`config.mk`:
```
export PLATFORM = sky130hd
export DESIGN_NAME = rfb_core
export DESIGN_NICKNAME = d
export VERILOG_FILES = /design/src/rtl/rfb_pkg.sv /design/src/rtl/rfb_store.sv /design/src/rtl/rfb_status.sv /design/src/rtl/rfb_bus_mux.sv /design/src/rtl/rfb_core.sv
export SDC_FILE = /design/constraint.sdc
export NUM_CORES = 1
export LEC_CHECK = 0
export CORE_MARGIN = 2
export CORE_UTILIZATION = 40
export DETAILED_ROUTE_END_ITERATION = 7
export DONT_BUFFER_PORTS = 1
export PLACE_DENSITY = 0.5
export SETUP_SLACK_MARGIN = 0.3
export SLEW_MARGIN = 20
export SYNTH_ARGS = -nofsm -noshare
export SYNTH_HDL_FRONTEND = slang
export SYNTH_SLANG_ARGS = --single-unit
```
`constraint.sdc`:
```
create_clock -name clk -period 3.9 [get_ports clk]
set_input_delay 0.39 -clock clk [delete_from_list [all_inputs] [get_ports clk]]
set_output_delay 0.39 -clock clk [all_outputs]
set_load 0.1 [all_outputs]
```
`src/rtl/rfb_pkg.sv`:
```
`timescale 1ns/1ps
package rfb_pkg;

    localparam int DW    = 8;
    localparam int AW    = 2 * DW;
    localparam int NFLAG = 4;

    // flag bit positions inside the status byte
    localparam int FLG_C = 0;
    localparam int FLG_Z = 1;
    localparam int FLG_V = 2;
    localparam int FLG_N = 3;

    typedef enum logic [3:0] {
        LD_NONE = 4'd0,
        LD_GP0  = 4'd1,
        LD_GP1  = 4'd2,
        LD_IXL  = 4'd3,
        LD_IXH  = 4'd4,
        LD_PCL  = 4'd5,
        LD_PCH  = 4'd6,
        LD_SPL  = 4'd7,
        LD_SPH  = 4'd8,
        LD_STAT = 4'd9,
        LD_TMP  = 4'd10
    } ld_code_e;

    typedef enum logic [3:0] {
        LS_NONE = 4'd0,
        LS_GP0  = 4'd1,
        LS_GP1  = 4'd2,
        LS_IXL  = 4'd3,
        LS_IXH  = 4'd4,
        LS_PCL  = 4'd5,
        LS_PCH  = 4'd6,
        LS_SPL  = 4'd7,
        LS_SPH  = 4'd8,
        LS_STAT = 4'd9,
        LS_DIN  = 4'd10
    } lsrc_e;

    typedef enum logic [1:0] {
        RS_NONE = 2'd0,
        RS_TMP  = 2'd1,
        RS_DIN  = 2'd2
    } rsrc_e;

    typedef enum logic [2:0] {
        AS_NONE = 3'd0,
        AS_PC   = 3'd1,
        AS_MAR  = 3'd2
    } asrc_e;

    typedef struct packed {
        logic [DW-1:0] gp0;
        logic [DW-1:0] gp1;
        logic [DW-1:0] ixl;
        logic [DW-1:0] ixh;
        logic [DW-1:0] pcl;
        logic [DW-1:0] pch;
        logic [DW-1:0] spl;
        logic [DW-1:0] sph;
        logic [DW-1:0] tmp;
        logic [DW-1:0] marl;
        logic [DW-1:0] marh;
    } regs_t;

    function automatic logic is_pc_load(input logic [3:0] code);
        return (code == LD_PCL) || (code == LD_PCH);
    endfunction

endpackage

```
`src/rtl/rfb_store.sv`:
```
`timescale 1ns/1ps
module rfb_store
    import rfb_pkg::*;
(
    input  logic          clk,
    input  logic          rst,
    input  logic [DW-1:0] res,
    input  logic [3:0]    ld_sel,
    input  logic          mar_lo_we,
    input  logic          mar_hi_we,
    input  logic          pc_inc,
    output regs_t         q
);

    logic [AW-1:0] pc_cur;
    logic [AW-1:0] pc_next;

    assign pc_cur  = {q.pch, q.pcl};
    assign pc_next = pc_cur + AW'(1);

    always_ff @(posedge clk) begin
        if (rst) begin
            q <= '0;
        end else begin
            case (ld_sel)
                LD_GP0: q.gp0 <= res;
                LD_GP1: q.gp1 <= res;
                LD_IXL: q.ixl <= res;
                LD_IXH: q.ixh <= res;
                LD_PCL: q.pcl <= res;
                LD_PCH: q.pch <= res;
                LD_SPL: q.spl <= res;
                LD_SPH: q.sph <= res;
                LD_TMP: q.tmp <= res;
                default: ;
            endcase
            if (mar_lo_we) q.marl <= res;
            if (mar_hi_we) q.marh <= res;
            if (pc_inc && !is_pc_load(ld_sel)) begin
                q.pch <= pc_next[AW-1:DW];
                q.pcl <= pc_next[DW-1:0];
            end
        end
    end

    // a register not addressed by the load code keeps its value
    a_r2_gp0_holds: assert property (@(posedge clk) disable iff (rst)
        (ld_sel != LD_GP0) |=> $stable(q.gp0));

    // address register bytes follow their own enables
    a_r3_marl_load: assert property (@(posedge clk) disable iff (rst)
        mar_lo_we |=> (q.marl == $past(res)));
    a_r3_marh_load: assert property (@(posedge clk) disable iff (rst)
        mar_hi_we |=> (q.marh == $past(res)));

    // strobe without a PC load steps the 16-bit counter
    a_r8_pc_step: assert property (@(posedge clk) disable iff (rst)
        (pc_inc && ld_sel != LD_PCL && ld_sel != LD_PCH)
        |=> ({q.pch, q.pcl} == $past({q.pch, q.pcl}) + AW'(1)));

endmodule

```
`src/rtl/rfb_status.sv`:
```
`timescale 1ns/1ps
module rfb_status
    import rfb_pkg::*;
(
    input  logic             clk,
    input  logic             rst,
    input  logic [DW-1:0]    res,
    input  logic             ld_stat,
    input  logic [NFLAG-1:0] flag_we,
    input  logic [NFLAG-1:0] flag_in,
    output logic [DW-1:0]    stat
);

    always_ff @(posedge clk) begin
        if (rst) begin
            stat <= '0;
        end else if (ld_stat) begin
            stat <= res;
        end else begin
            for (int i = 0; i < NFLAG; i++) begin
                if (flag_we[i]) stat[i] <= flag_in[i];
            end
        end
    end

    // a full-byte load overrides any flag enables
    a_r10_bus_wins: assert property (@(posedge clk) disable iff (rst)
        ld_stat |=> (stat == $past(res)));

    for (genvar i = 0; i < DW; i++) begin : g_bit
        if (i < NFLAG) begin : g_flag
            // a flag with its enable low and no byte load keeps its value
            a_r9_flag_hold: assert property (@(posedge clk) disable iff (rst)
                (!ld_stat && !flag_we[i]) |=> (stat[i] == $past(stat[i])));
        end else begin : g_upper
            // upper bits only move through a byte load
            a_r10_upper_hold: assert property (@(posedge clk) disable iff (rst)
                !ld_stat |=> (stat[i] == $past(stat[i])));
        end
    end

endmodule

```
`src/rtl/rfb_bus_mux.sv`:
```
`timescale 1ns/1ps
module rfb_bus_mux
    import rfb_pkg::*;
(
    input  regs_t         q,
    input  logic [DW-1:0] stat,
    input  logic [DW-1:0] din,
    input  logic [3:0]    lsel,
    input  logic [1:0]    rsel,
    input  logic [2:0]    asel,
    output logic [DW-1:0] lbus,
    output logic [DW-1:0] rbus,
    output logic [AW-1:0] abus
);

    always_comb begin
        case (lsel)
            LS_GP0:  lbus = q.gp0;
            LS_GP1:  lbus = q.gp1;
            LS_IXL:  lbus = q.ixl;
            LS_IXH:  lbus = q.ixh;
            LS_PCL:  lbus = q.pcl;
            LS_PCH:  lbus = q.pch;
            LS_SPL:  lbus = q.spl;
            LS_SPH:  lbus = q.sph;
            LS_STAT: lbus = stat;
            LS_DIN:  lbus = din;
            default: lbus = '0;
        endcase
    end

    always_comb begin
        case (rsel)
            RS_TMP:  rbus = q.tmp;
            RS_DIN:  rbus = din;
            default: rbus = '0;
        endcase
    end

    always_comb begin
        case (asel)
            AS_PC:   abus = {q.pch, q.pcl};
            AS_MAR:  abus = {q.marh, q.marl};
            default: abus = '0;
        endcase
    end

endmodule

```
`src/rtl/rfb_core.sv`:
```
`timescale 1ns/1ps
module rfb_core
    import rfb_pkg::*;
(
    input  logic        clk,
    input  logic        rst,
    input  logic [7:0]  res_bus,
    input  logic [3:0]  ld_sel,
    input  logic        mar_lo_we,
    input  logic        mar_hi_we,
    input  logic        pc_inc,
    input  logic [3:0]  flag_we,
    input  logic [3:0]  flag_in,
    input  logic [7:0]  data_in,
    input  logic [3:0]  lsel,
    input  logic [1:0]  rsel,
    input  logic [2:0]  asel,
    output logic [7:0]  lbus,
    output logic [7:0]  rbus,
    output logic [15:0] abus,
    output logic [7:0]  status_out
);

    regs_t         regs_q;
    logic [DW-1:0] stat_q;

    rfb_store u_store (
        .clk       (clk),
        .rst       (rst),
        .res       (res_bus),
        .ld_sel    (ld_sel),
        .mar_lo_we (mar_lo_we),
        .mar_hi_we (mar_hi_we),
        .pc_inc    (pc_inc),
        .q         (regs_q)
    );

    rfb_status u_status (
        .clk     (clk),
        .rst     (rst),
        .res     (res_bus),
        .ld_stat (ld_sel == LD_STAT),
        .flag_we (flag_we),
        .flag_in (flag_in),
        .stat    (stat_q)
    );

    rfb_bus_mux u_mux (
        .q    (regs_q),
        .stat (stat_q),
        .din  (data_in),
        .lsel (lsel),
        .rsel (rsel),
        .asel (asel),
        .lbus (lbus),
        .rbus (rbus),
        .abus (abus)
    );

    assign status_out = stat_q;

    // the cycle after reset the status output is clear
    a_r1_cleared: assert property (@(posedge clk) disable iff (rst)
        $past(rst) |-> (status_out == '0));

    // external data seen identically on both operand buses
    a_r5_din_both: assert property (@(posedge clk) disable iff (rst)
        (lsel == LS_DIN && rsel == RS_DIN) |-> (lbus == rbus));

    // left-bus PC byte matches the address-bus PC value
    a_r12_pc_copy: assert property (@(posedge clk) disable iff (rst)
        (lsel == LS_PCL && asel == AS_PC) |-> (lbus == abus[7:0]));

endmodule

```
==> flow_summary.json, run 1 <==
{
  "outcome": "finished clean",
  "min_from": "rst",
  "die_w_um": 116,
  "die_h_um": 116,
  "synth.top_cells.by_area": "dfxtp_1 (39%), nand2_1 (10%), a21oi_1 (6.4%)",
  "tns_ns": 0,
  "grt_overflow": 0,
  "grt_setup_unrepaired": "no",
  "r2r_end": "u_store.q[44]$_SDFFE_PP0P_",
  "cts_sinks": 96,
  "syn_avg_cell_area_sq_um": 7.71,
  "cts-htree-levels": 3,
  "grt_pass1_wl_mm": 25.8,
  "clock_path_buffers": 2,
  "drt_iter0_markers": 448,
  "cp.required_ns": 3.51,
  "drc": 0,
  "tightest_slew_ns": 1.12,
  "start_util": 0.412,
  "synth.net_count": 692,
  "crit_arrival_ns": 2.17,
  "grt_pass1_vias": 4343,
  "leakagePower_nw": 1.89,
  "synth_compound_area_frac": 0.222,
  "postCtsSetupBuffers": 0,
  "ff2ff_path_depth": 5,
  "hold_path_depth": 1,
  "final_cell_mix": "nand2_1 (139), dfxtp_1 (96), a21oi_1 (64)",
  "yosys_warnings": 0,
  "synth_edf_count": 0,
  "endpoint_kind": "output pin",
  "antenna_found_initial": 0,
  "grt_usage": 0.258,
  "async_reset_ff_frac": 0,
  "dominantRegCellSynth": "dfxtp_1",
  "finalSetupViolCount": 0,
  "num_vias": 4730,
  "critPathKind": "reg -> out",
  "cts_hold_buf": 0,
  "clockRootBuffer": "clkbuf_16",
  "syn-instance-count": 647,
  "diodes": 0,
  "clock_latency_ns": 0.35,
  "clk_pin_slew_ns": 0.07,
  "fmax_mhz": 391,
  "netlist_area_sq_mm": 0.00499,
  "pin_count": 82,
  "final_common_cell": "nand2_1",
  "via_per_inst": 5.91,
  "finalCritPeriodShare": 0.656,
  "layout-drive-gt1-share": 0.137,
  "holdCritPathClass": "in -> reg",
  "worstPathMaxFanout": 5,
  "maxCapViolations": 0,
  "cts.repair.resized": 0,
  "synth_simple_gate_area_share": 0.245,
  "fin_nets": 673,
  "dieArea_sq_mm": 0.0134,
  "synthAdderAreaFrac": 0.00752,
  "portBuffers": 0,
  "final.setup_skew_ns": 0.00280,
  "hold_end": "u_store.q[38]$_SDFFE_PP0N_",
  "maxSlewHeadroom": 0.254,
  "hold_violations": 0,
  "crit_start": "u_store.q[46]$_SDFFE_PP0P_",
  "fin_util": 0.462,
  "synth_cell_type_count": 55,
  "gp_congestion": 0.879,
  "grt_max_degree": 98,
  "cts_buffers": 9,
  "whs_ns": 0.101,
  "synth_seq_area_share": 0.385,
  "cts_tree": "done",
  "final_cells": 801,
  "slew_violations": 0,
  "synth_mux_area_frac": 0.0745,
  "worst_r2r_startpoint": "u_store.q[48]$_SDFFE_PP0P_",
  "synth_xor_area_frac": 0.0176,
  "rows": 40,
  "synth_top_family_by_area": "simple AND/OR/NAND/NOR gates",
  "ys_seq_elements": 96,
  "dp_hpwl_mm": 11.7,
  "yosys.area.top_type": "dfxtp_1",
  "peakVddDrop_mv": 0.311,
  "wire_per_inst_um": 21.2,
  "wl_mm": 17.0,
  "reg2reg_slack_ns": 1.88,
  "yosys.area.top_type_share": 0.385,
  "core_area_sq_mm": 0.0121,
  "areaGrowthSynthToFinish_pct": 12.0,
  "power_density_mw_per_mm2": 393,
  "cp-start-kind": "flip-flop",
  "firstDrtPassIters": 5,
  "postRouteAntennaNets": 0,
  "dp.cells": 785,
  "period_needed_ns": 2.56
}
==> worst max-delay path: stages (launching register included) <==
cell       delay (ns)
dfxtp_1          0.52
mux2i_1          0.15
a2bb2oi_1        0.16
a211o_1          0.30
nand2_1          0.69
==> flip-flops by register name, summed over array words and instances (netlist names) <==
signal and cells:
u_status.stat 8, u_store.q 88
==> cell usage after synthesis (all sizes together) (2+ instances only) <==
master,instances
nor4bb,2
nor4,6
o21ai,2
xor2,4
xnor2,6
o211ai,2
mux2,9
ha,3
a21o,2
a221oi,2
a211oi,13
o22a,2
clkbuf,49
a211o,2
a31oi,4
nor2,59
mux2i,27
nand4,8
nor2b,17
o311ai,2
o31ai,2
buf,9
nor3b,2
nand2,139
or4,3
o221ai,2
o22ai,3
or3,3
dfxtp,96
nor3,3
a2bb2oi,2
a21oi,64
a22oi,39
a311oi,2
o2bb2ai,3
inv,5
and2,3
nand3,15
a32oi,8
and3,5
nand2b,4
a32o,2
==> stage by stage <==
| stage | worst slack (ns) | power (mW) | area, sq um |
|---|---|---|---|
| 2_1_floorplan | 0.333 | 1.32 | 4990 |
| 3_3_place_gp | 1.37 | 1.34 | 5290 |
| 3_5_place_dp | 1.40 | 1.34 | 5290 |
| 4_1_cts | 1.31 | 2.21 | 5590 |
| 5_1_grt | 1.26 | 2.27 | 5590 |
| 6_report | 1.34 | 2.20 | 5590 |
==> cell families (layout without fill, tap and decap cells) <==
| group | count (synthesis) | after routing |
|---|---|---|
| simple gates | 274 | 274 |
| xor+xnor | 10 | 10 |
| fa+ha+maj | 3 | 3 |
| flops | 96 | 96 |
| buf+inv | 63 | 49 |
| mux | 36 | 36 |
| compound gates | 165 | 165 |
==> where the power goes <==
| part | internal (mW) | total [mW] | switching [mW] |
|---|---|---|---|
| clock | 0.459 | 0.877 | 0.417 |
| sequential | 1.01 | 1.04 | 0.0327 |
| combinational | 0.0796 | 0.273 | 0.194 |
==> worst max-delay path by stage <==
| stage | end | slack, ns | depth (start not counted) |
|---|---|---|---|
| after floorplan | lbus[4] | 0.33 | 4 |
| after global placement | lbus[6] | 1.37 | 4 |
| after detailed placement | lbus[6] | 1.40 | 4 |
| after CTS | lbus[6] | 1.31 | 4 |
| after global routing | lbus[6] | 1.26 | 4 |
| final | lbus[6] | 1.34 | 4 |
==> layer usage <==
metal	part of all wire	track usage	up-vias
met5	0	0	-
met4	0.022	0.0738	0
met3	0.070	0.0607	21
met2	0.43	0.377	175
met1	0.48	0.380	2269
li1	-	-	2265
==> layout make-up <==
class,count,area (sq um)
inverter,5,18.8
timing repair buffer,28,230
clock inverter,6,52.6
tap,168,210
sequential,96,1920
multi-input combinational,488,2920
fill,1238,6520
clock buffer,10,239
Power figures use the tool's default switching activity.
==> run 2, diff against run 1 <==
Settings changed: ABC_AREA from default to 1.
Clock period 3.9 ns to 2.4 ns, I/O delays scaled along.
==> flow_summary.json, run 2 <==
{
  "outcome": "finished clean",
  "post_dp_cell_area_sq_mm": 0.00536,
  "grt_pass1_vias": 4699,
  "final.setup_skew_ns": 0.00535,
  "dp.cells": 848,
  "start_util": 0.412,
  "fin_util": 0.494,
  "rows": 39,
  "layout-drive-gt1-share": 0.156,
  "portBuffers": 0,
  "cts_buffers": 9,
  "dieArea_sq_mm": 0.0127,
  "core_area_sq_mm": 0.0115,
  "peakVddDrop_mv": 0.592,
  "crit_arrival_ns": 1.79,
  "clk_pin_slew_ns": 0.06,
  "fin_nets": 764,
  "tns_ns": 0,
  "grt_usage": 0.268,
  "slowest_stage": "o22ai_1",
  "netlist_top_cells_count": "a21oi_1 (111), nand2_1 (108), o21ai_0 (99), dfxtp_1 (96), inv_1 (69)",
  "wire_per_inst_um": 19.4,
  "via_per_inst": 5.65,
  "yosys_warnings": 0,
  "power_density_mw_per_mm2": 653,
  "dominantRegCellSynth": "dfxtp_1",
  "final_common_cell": "nand2_1",
  "gp_congestion": 0.936,
  "cts-htree-levels": 3,
  "clockRootBuffer": "clkbuf_16",
  "finalPower_mw": 3.70,
  "cts_tree": "done",
  "finalSetupViolCount": 0,
  "die_w_um": 113,
  "die_h_um": 113,
  "period_needed_ns": 2.03,
  "leakagePower_nw": 2.25,
  "maxSlewHeadroom": 0.395,
  "yosys.area.top_type": "dfxtp_1",
  "synth.net_count": 738,
  "final_area_sq_mm": 0.00566,
  "syn_avg_cell_area_sq_um": 6.82,
  "synthMostInstantiatedCell": "a21oi_1",
  "maxCapViolations": 0,
  "yosys.area.top_type_share": 0.407,
  "cts.repair.resized": 0,
  "clock_path_buffers": 2,
  "syn-instance-count": 693,
  "largest_reg_flops": 88,
  "cts_sinks": 96,
  "cp-start-kind": "input port",
  "grt_overflow": 0,
  "async_reset_ff_frac": 0,
  "pin_count": 82,
  "ys_seq_elements": 96,
  "postRouteAntennaNets": 0,
  "synth.top_cells.by_area": "dfxtp_1 (41%), a21oi_1 (12%), o21ai_0 (10%)",
  "endpoint_kind": "output pin",
  "top_regs": "u_store.q (88), u_status.stat (8)",
  "drt_iter0_markers": 386,
  "cp.required_ns": 2.16,
  "worstPathMaxFanout": 9,
  "final_cell_mix": "nand2_1 (108), a21oi_1 (103), o21ai_0 (99)",
  "fmax_mhz": 491,
  "n_fill_cell": 1150,
  "holdCritPathClass": "in -> reg",
  "worstPathCellList": "inv_1, nor2_2, nand2_1, o22ai_1, nor2_1, nand4_1, buf_12",
  "grt_setup_unrepaired": "no",
  "cpPeakStageDelay_ns": 0.39,
  "slew_violations": 0,
  "clock_latency_ns": 0.35,
  "num_vias": 4900,
  "dp_hpwl_mm": 11.9,
  "top_register": "u_store.q",
  "antenna_found_initial": 0,
  "critPathKind": "in -> out",
  "synth_cell_type_count": 27,
  "wl_mm": 16.8,
  "grt_max_degree": 37,
  "netlist_area_sq_mm": 0.00473,
  "areaGrowthSynthToFinish_pct": 19.8,
  "finalCritPeriodShare": 0.848,
  "tightest_slew_ns": 0.905,
  "drc": 0,
  "synth_edf_count": 0,
  "grt_pass1_wl_mm": 26.1,
  "diodes": 0,
  "final_cells": 867,
  "hold_violations": 0,
  "firstDrtPassIters": 5,
  "synth_seq_area_share": 0.407
}
## run 2: changes by cell type in the layout (fill, tap and decap cells not counted), sizes merged, moves of 22 or more
cell,previous run,this run
o21ai,2,99
o22ai,3,25
buf,28,51
mux2i,27,0
nand2,139,111
inv,7,74
nand3,15,53
a22oi,39,0
a21oi,64,112
## run 2: worst paths after layout
check                                           startpoint                             to  slack (ns)  cells past startpoint
worst max-delay path                               lsel[1]                        lbus[0]        0.37                      7
worst min-delay path                            flag_in[1]  u_status.stat[1]$_SDFFE_PP0P_        0.04                      2
worst max register to register  u_store.q[48]$_SDFFE_PP0P_     u_store.q[46]$_SDFFE_PP0P_        0.87                      8
worst min register to register   u_store.q[9]$_SDFFE_PP0P_      u_store.q[9]$_SDFFE_PP0P_        0.53                      2
## run 2: cell type report
cell class                 instances  area [sq um]  area share
clock buffer                      10           229      0.0404
clock inverter                     6          43.8     0.00773
inverter                          73           274      0.0484
multi-input combinational        485          2490       0.440
sequential                        96          1930       0.341
tap                              143           179      0.0316
timing repair buffer              54           513      0.0906
## run 2: through the flow
| step | setup WS (ns) | hold WS [ns] |
|---|---|---|
| 4_1_cts | 0.413 | 0.0283 |
| 5_1_grt | 0.338 | 0.0401 |
| 3_3_place_gp | 0.443 | 0.312 |
| 2_1_floorplan | -0.0237 | 0.309 |
| 6_report | 0.365 | 0.0420 |
| 3_5_place_dp | 0.411 | 0.314 |
## run 2: metal layers
layer / GRT usage / up-vias / share of wire
li1: - / 2397 / -
met1: 0.373 / 2296 / 0.44
met4: 0.0959 / 0 / 0.022
met5: 0 / - / 0
met3: 0.0557 / 22 / 0.082
met2: 0.414 / 185 / 0.45
## run 2: cells by family after synthesis
| kind of cell | count (synthesis) | share of synthesized area |
|---|---|---|
| buf+inv | 112 | 0.0935 |
| simple gates | 237 | 0.221 |
| flops | 96 | 0.407 |
| fa+ha+maj | 3 | 0.00794 |
| xor+xnor | 3 | 0.00556 |
| compound gates | 242 | 0.266 |
## run 2: timing repair
item | CTS | global route
buffers inserted | 0 | 0
setup endpoints to repair | 0 | 0
hold endpoints to repair | 27 | 0
hold buffers | 3 | 0
## run 2: critical path, delay by kind of cell
| kind | cells | cell delay, ns |
|---|---|---|
| AOI/OAI and AO/OA | 1 | 0.39 |
| buffers and inverters | 2 | 0.24 |
| and+or+nand+nor | 4 | 0.91 |
## run 2: where the power goes
group,total (mW),switching [mW],internal (mW),leakage (nW)
sequential,1.72,0.0503,1.67,0.787
combinational,0.616,0.463,0.153,1.33
clock,1.36,0.655,0.709,0.133
